==> src/rtl/sercore_rs_pkg.sv <==
package sercore_rs_pkg;
  typedef enum logic [1:0] {
    RS_IDLE  = 2'd0,
    RS_RUN   = 2'd1,
    RS_PAUSE = 2'd3
  } rs_state_e;

  localparam int STATUS_W  = 5;
  localparam int VALID_BIT = 2;
  localparam int MRDY_BIT  = 4;

  // code 2 has no meaning and is dropped
  function automatic logic code_legal(input logic [1:0] code);
    return code != 2'd2;
  endfunction
endpackage

==> src/rtl/sercore_rs_timer.sv <==
module sercore_rs_timer #(
  parameter int SETTLE = 6
) (
  input  logic clk,
  input  logic rst_n,
  input  logic start,
  output logic busy,
  output logic done
);
  localparam int CW = (SETTLE > 2) ? $clog2(SETTLE) : 1;
  localparam logic [CW-1:0] LOAD = CW'(SETTLE - 1);

  logic [CW-1:0] cnt_q;

  assign done = busy && (cnt_q == '0);

  always_ff @(posedge clk or negedge rst_n) begin
    if (!rst_n) begin
      busy  <= 1'b0;
      cnt_q <= '0;
    end else if (start) begin
      busy  <= 1'b1;
      cnt_q <= LOAD;
    end else if (busy) begin
      if (cnt_q == '0) busy <= 1'b0;
      else             cnt_q <= cnt_q - 1'b1;
    end
  end

  // window stays open until the count runs out
  p_window_holds_r3: assert property (@(posedge clk) disable iff (!rst_n)
    (busy && !done) |=> busy);
  // window closes after the last count unless restarted
  p_window_ends_r3: assert property (@(posedge clk) disable iff (!rst_n)
    (done && !start) |=> !busy);
endmodule

==> src/rtl/sercore_rs_irq.sv <==
module sercore_rs_irq (
  input  logic clk,
  input  logic rst_n,
  input  logic err_evt,
  input  logic clr,
  output logic irq
);
  always_ff @(posedge clk or negedge rst_n) begin
    if (!rst_n)        irq <= 1'b0;
    else if (clr)      irq <= 1'b0;
    else if (err_evt)  irq <= 1'b1;
  end

  // clearing wins over a simultaneous event
  p_clear_wins_r7: assert property (@(posedge clk) disable iff (!rst_n)
    clr |=> !irq);
  // an event with no clear latches
  p_event_sets_r7: assert property (@(posedge clk) disable iff (!rst_n)
    (err_evt && !clr) |=> irq);
endmodule

==> src/rtl/sercore_rs_drive.sv <==
module sercore_rs_drive
  import sercore_rs_pkg::*;
(
  input  rs_state_e st,
  output logic      en,
  output logic      hold,
  output logic      clear
);
  always_comb begin
    en    = 1'b0;
    hold  = 1'b0;
    clear = 1'b0;
    unique case (st)
      RS_RUN:   en = 1'b1;
      RS_PAUSE: begin en = 1'b1; hold = 1'b1; end
      default:  clear = 1'b1;
    endcase
  end
endmodule

==> src/rtl/sercore_runstate.sv <==
module sercore_runstate
  import sercore_rs_pkg::*;
#(
  parameter int SETTLE = 6
) (
  input  logic                clk,
  input  logic                rst_n,
  input  logic                st_wr,
  input  logic [1:0]          st_wdata,
  input  logic                sw_rst,
  input  logic                err_evt,
  input  logic                seq_rdy,
  output logic [STATUS_W-1:0] status,
  output logic                err_irq,
  output logic                seq_en,
  output logic                seq_hold,
  output logic                seq_clear
);
  logic      busy, done, accept, start, irq_clr;
  rs_state_e cur_q, pend_q;

  assign accept  = st_wr && !busy && code_legal(st_wdata);
  assign start   = sw_rst || accept;
  assign irq_clr = sw_rst || (done && pend_q == RS_IDLE);

  always_ff @(posedge clk or negedge rst_n) begin
    if (!rst_n) begin
      cur_q  <= RS_IDLE;
      pend_q <= RS_IDLE;
    end else if (sw_rst) begin
      cur_q  <= RS_IDLE;
      pend_q <= RS_IDLE;
    end else begin
      if (accept) pend_q <= rs_state_e'(st_wdata);
      if (done)   cur_q  <= pend_q;
    end
  end

  sercore_rs_timer #(.SETTLE(SETTLE)) u_timer (
    .clk(clk), .rst_n(rst_n), .start(start), .busy(busy), .done(done)
  );

  sercore_rs_irq u_irq (
    .clk(clk), .rst_n(rst_n), .err_evt(err_evt), .clr(irq_clr), .irq(err_irq)
  );

  sercore_rs_drive u_drive (
    .st(cur_q), .en(seq_en), .hold(seq_hold), .clear(seq_clear)
  );

  always_comb begin
    status            = '0;
    status[1:0]       = cur_q;
    status[VALID_BIT] = !busy;
    status[MRDY_BIT]  = seq_rdy;
  end

  // an accepted request drops valid and keeps the old state
  p_accept_drops_valid_r3: assert property (@(posedge clk) disable iff (!rst_n)
    (accept && !sw_rst) |=> !status[VALID_BIT] && $stable(cur_q));
  // closing the window commits the pending code
  p_commit_r3: assert property (@(posedge clk) disable iff (!rst_n)
    (done && !sw_rst) |=> status[VALID_BIT] && status[1:0] == $past(pend_q));
  // writes inside the window change nothing
  p_busy_write_ignored_r4: assert property (@(posedge clk) disable iff (!rst_n)
    (st_wr && busy && !done && !sw_rst) |=> $stable(cur_q) && $stable(pend_q));
  // code 2 is dropped
  p_bad_code_r5: assert property (@(posedge clk) disable iff (!rst_n)
    (st_wr && !busy && st_wdata == 2'd2 && !sw_rst) |=> status[VALID_BIT] && $stable(cur_q));
  // software reset forces state 0 and opens a window
  p_swrst_r6: assert property (@(posedge clk) disable iff (!rst_n)
    sw_rst |=> status[1:0] == 2'd0 && !status[VALID_BIT]);
  // controls match the reported state
  p_pause_drive_r8: assert property (@(posedge clk) disable iff (!rst_n)
    (cur_q == RS_PAUSE) |-> seq_en && seq_hold && !seq_clear);
  p_idle_drive_r8: assert property (@(posedge clk) disable iff (!rst_n)
    (cur_q == RS_IDLE) |-> !seq_en && !seq_hold && seq_clear);
endmodule

==> config.mk <==
export PLATFORM = sky130hd
export DESIGN_NAME = sercore_runstate
export DESIGN_NICKNAME = d
export VERILOG_FILES = /design/src/rtl/sercore_rs_pkg.sv /design/src/rtl/sercore_rs_timer.sv /design/src/rtl/sercore_rs_irq.sv /design/src/rtl/sercore_rs_drive.sv /design/src/rtl/sercore_runstate.sv
export SDC_FILE = /design/constraint.sdc
export NUM_CORES = 1
export LEC_CHECK = 0
export BUFFER_PORTS_ARGS = -buffer_cell sky130_fd_sc_hd__buf_2
export CORE_AREA = 2 2 39 41
export CTS_BUF_LIST = sky130_fd_sc_hd__clkbuf_4
export DETAILED_ROUTE_END_ITERATION = 7
export DIE_AREA = 0 0 41 43
export GPL_TIMING_DRIVEN = 0
export HOLD_SLACK_MARGIN = 0.02
export PLACE_DENSITY = 0.74
export SYNTH_ARGS = -nofsm -noshare
export SYNTH_HDL_FRONTEND = slang
export SYNTH_SLANG_ARGS = --single-unit
==> constraint.sdc <==
create_clock -name clk -period 3 [get_ports clk]
set_clock_uncertainty 0.2 [all_clocks]
set_input_delay 0.6 -clock clk [delete_from_list [all_inputs] [get_ports clk]]
set_output_delay 0.6 -clock clk [all_outputs]
set_load 0.05 [all_outputs]
==> flow_summary.toml <==
[outcome]
status = "finished clean"

[synthesis]
syn_avg_cell_area_um2 = 9.360
synth_cell_types = 24
synthesis.nets = 62
synth_top_area_share_pct = 46.27
synth-main-ff-cell = "dfrtp_1"
syn-instance-count = 52
synth_edf_count = 0
synth.area.top_cells = "dfrtp_1 (46%), ha_1 (5.1%), buf_4 (4.6%)"
seq_area_frac_synth_pct = 46.27
async_flop_share_pct = 100.0
syn_area_um2 = 486.7
synth.largest_area_cell = "dfrtp_1"
ys_ff_latch = 9
ys_warn_count = 0

[critical_path]
slowest_delay_ns = 0.35
reg2reg_from = "u_timer.cnt_q[0]$_DFFE_PN0P_"
crit_chain = "buf_4 > inv_1 > buf_2"
setup.worst_path.class = "reg2out"
worstPathMaxFanout = 9
startpoint_type = "register"
startpoint = "u_timer.busy$_DFF_PN0_"
cp_slowest_cell = "dfrtp_1"
crit_family = "buffers and inverters"
critPathRequiredTime_ns = 2.20
crit_buf_inv = 3
cp_data_arrival_time_ns = 1.10
worst_setup_path_end_kind = "primary output"

[timing]
fin_tns_setup_ns = 0
final_max_slew_viol_count = 0
hold_ws_ns = 0.3386
setup_slack_ns = 1.097
hold_violations = 0
post-route-period-util_pct = 63.44
period_needed_ns = 1.903
setup_violations = 0
max_freq_mhz = 525.5
rsz0062_at_grt = "false"

[global_route]
grt_antenna_before_repair = 0
grt_pass1_wl_mm = 1.511
track_usage_pct = 12.60
grt_pass1_vias = 369
grt_start_max_net_pins = 10
overflow = 0

[flow_run]
max_cap_viol_count = 0

[placed_design]
dp_cells = 82
preCtsSetupSlack_ns = 1.283
globalplace.congestion = 0.7236
place_hpwl_um = 684.6
placed_area_um2 = 576.8
port_buffers = 14

[routing]
vias = 404
drc = 0
firstDrtPassIters = 4
wire_per_inst_um = 10.09
viasPerCell = 4.644
wl_um = 878
drt-initial-drc-count = 7
ant_nets = 0

[power]
power_uw = 356.4
p_leak_nw = 0.3334
pwr_density_cell_nw_per_um2 = 577.7
ir_worst_vdd_uv = 310.4

[clock_network]
cts-root-buf = "clkbuf_4"
clk_path_buf_depth = 2
postCtsSetupRepairBufs = 0
cts_tree = "yes"
cts_made_buffers = 3
clock_latency_ns = 0.26
htree_num_levels = 1
clock_sinks = 9
path_clk_slew_ns = 0.06

[layout]
drive_above_1_share_pct = 35.21
multi_input_area_um2 = 220.2
n_antenna_cell = 0
layout.cells.most_common = "buf_2"
design_area_um2 = 616.8
fin_nets = 82
area_growth_syn_to_layout_pct = 26.74
final_cell_mix = "buf_2 (14), dfrtp_1 (9)"
seqCellArea_um2 = 225.2
fin_util_pct = 44.57
fillerInstances = 149
stdcell_count = 87

[die]
core_area_um2 = 1384
die_area_um2 = 1763
die_w_um = 41
start_util_pct = 35.17
die_h_um = 43
num_io_pins = 17
core.rowCount = 14

[worst_hold_path]
hold_path.class = "reg2reg"
hp-start = "cur_q[1]$_DFFE_PN0P_"
==> path summary, 6_finish.rpt <==
path	cells past startpoint	to	slack, ns
worst max-delay path	3	status[2]	1.10
min in group asynchronous	2	u_timer.cnt_q[2]$_DFFE_PN0P_	0.51
worst min register to register	2	cur_q[1]$_DFFE_PN0P_	0.34
worst max register to register	5	u_irq.irq$_DFFE_PN0P_	1.54
max in group asynchronous	2	cur_q[0]$_DFFE_PN0P_	1.90
worst min-delay path	2	cur_q[1]$_DFFE_PN0P_	0.34
==> per-layer routing <==
layer / global-route usage, % / part of all wire (%) / vias up
met5: 0 / 0 / -
met4: 6.000 / 2.3 / 0
met3: 3.141 / 4.1 / 2
met2: 18.75 / 49 / 11
met1: 16.39 / 45 / 186
li1: - / - / 205
==> Yosys cell counts (2+ instances only) <==
| cell | count |
|---|---|
| a21oi_1 | 4 |
| buf_4 | 3 |
| dfrtp_1 | 9 |
| ha_1 | 2 |
| inv_1 | 4 |
| mux2i_1 | 2 |
| nand2_1 | 4 |
| nand2b_1 | 2 |
| nor2_1 | 4 |
| nor3_1 | 3 |
| o21ai_0 | 2 |
==> report_power, final <==
group | switching [mW] | internal [mW]
clock network | 0.0421 | 0.0603
logic | 0.0637 | 0.0453
registers | 0.00815 | 0.137
total | 0.114 | 0.242
==> state kept, by name (all words and copies together), names as in the netlist <==
| name | flops |
|---|---|
| u_timer.busy | 1 |
| cur_q | 2 |
| u_irq.irq | 1 |
| pend_q | 2 |
| u_timer.cnt_q | 3 |
==> layout make-up <==
cell class                      count  share of cell area [%]
Buffer                              4                   4.260
Clock buffer                        4                   4.868
Inverter                            4                   2.434
Multi-Input combinational cell     35                   35.70
Sequential cell                     9                   36.51
Tap cell                           16                   3.245
Timing Repair Buffer               15                   12.98
==> tightest hold or removal path: stages, from the launching register on <==
cell	delay, ns
dfrtp_1	0.35
mux2i_1	0.07
nor2_1	0.08
==> kinds of logic (layout without fill, tap and decap cells) <==
family	Yosys count	after routing	share of synthesized area, %
simple gates	22	22	25.71
flops	9	9	46.27
compound gates	8	8	9.513
buf+inv	8	27	8.481
fa+ha+maj	2	2	5.141
mux	2	2	4.113
other cells	1	1	0.7705
==> what timing repair did <==
| item | CTS | global route |
|---|---|---|
| endpoints found under the setup margin | 0 | 0 |
| hold endpoints to repair | 9 | 0 |
| hold buffers | 1 | 0 |
| gates resized for setup | 0 | 0 |
Power figures use the tool's default switching activity.
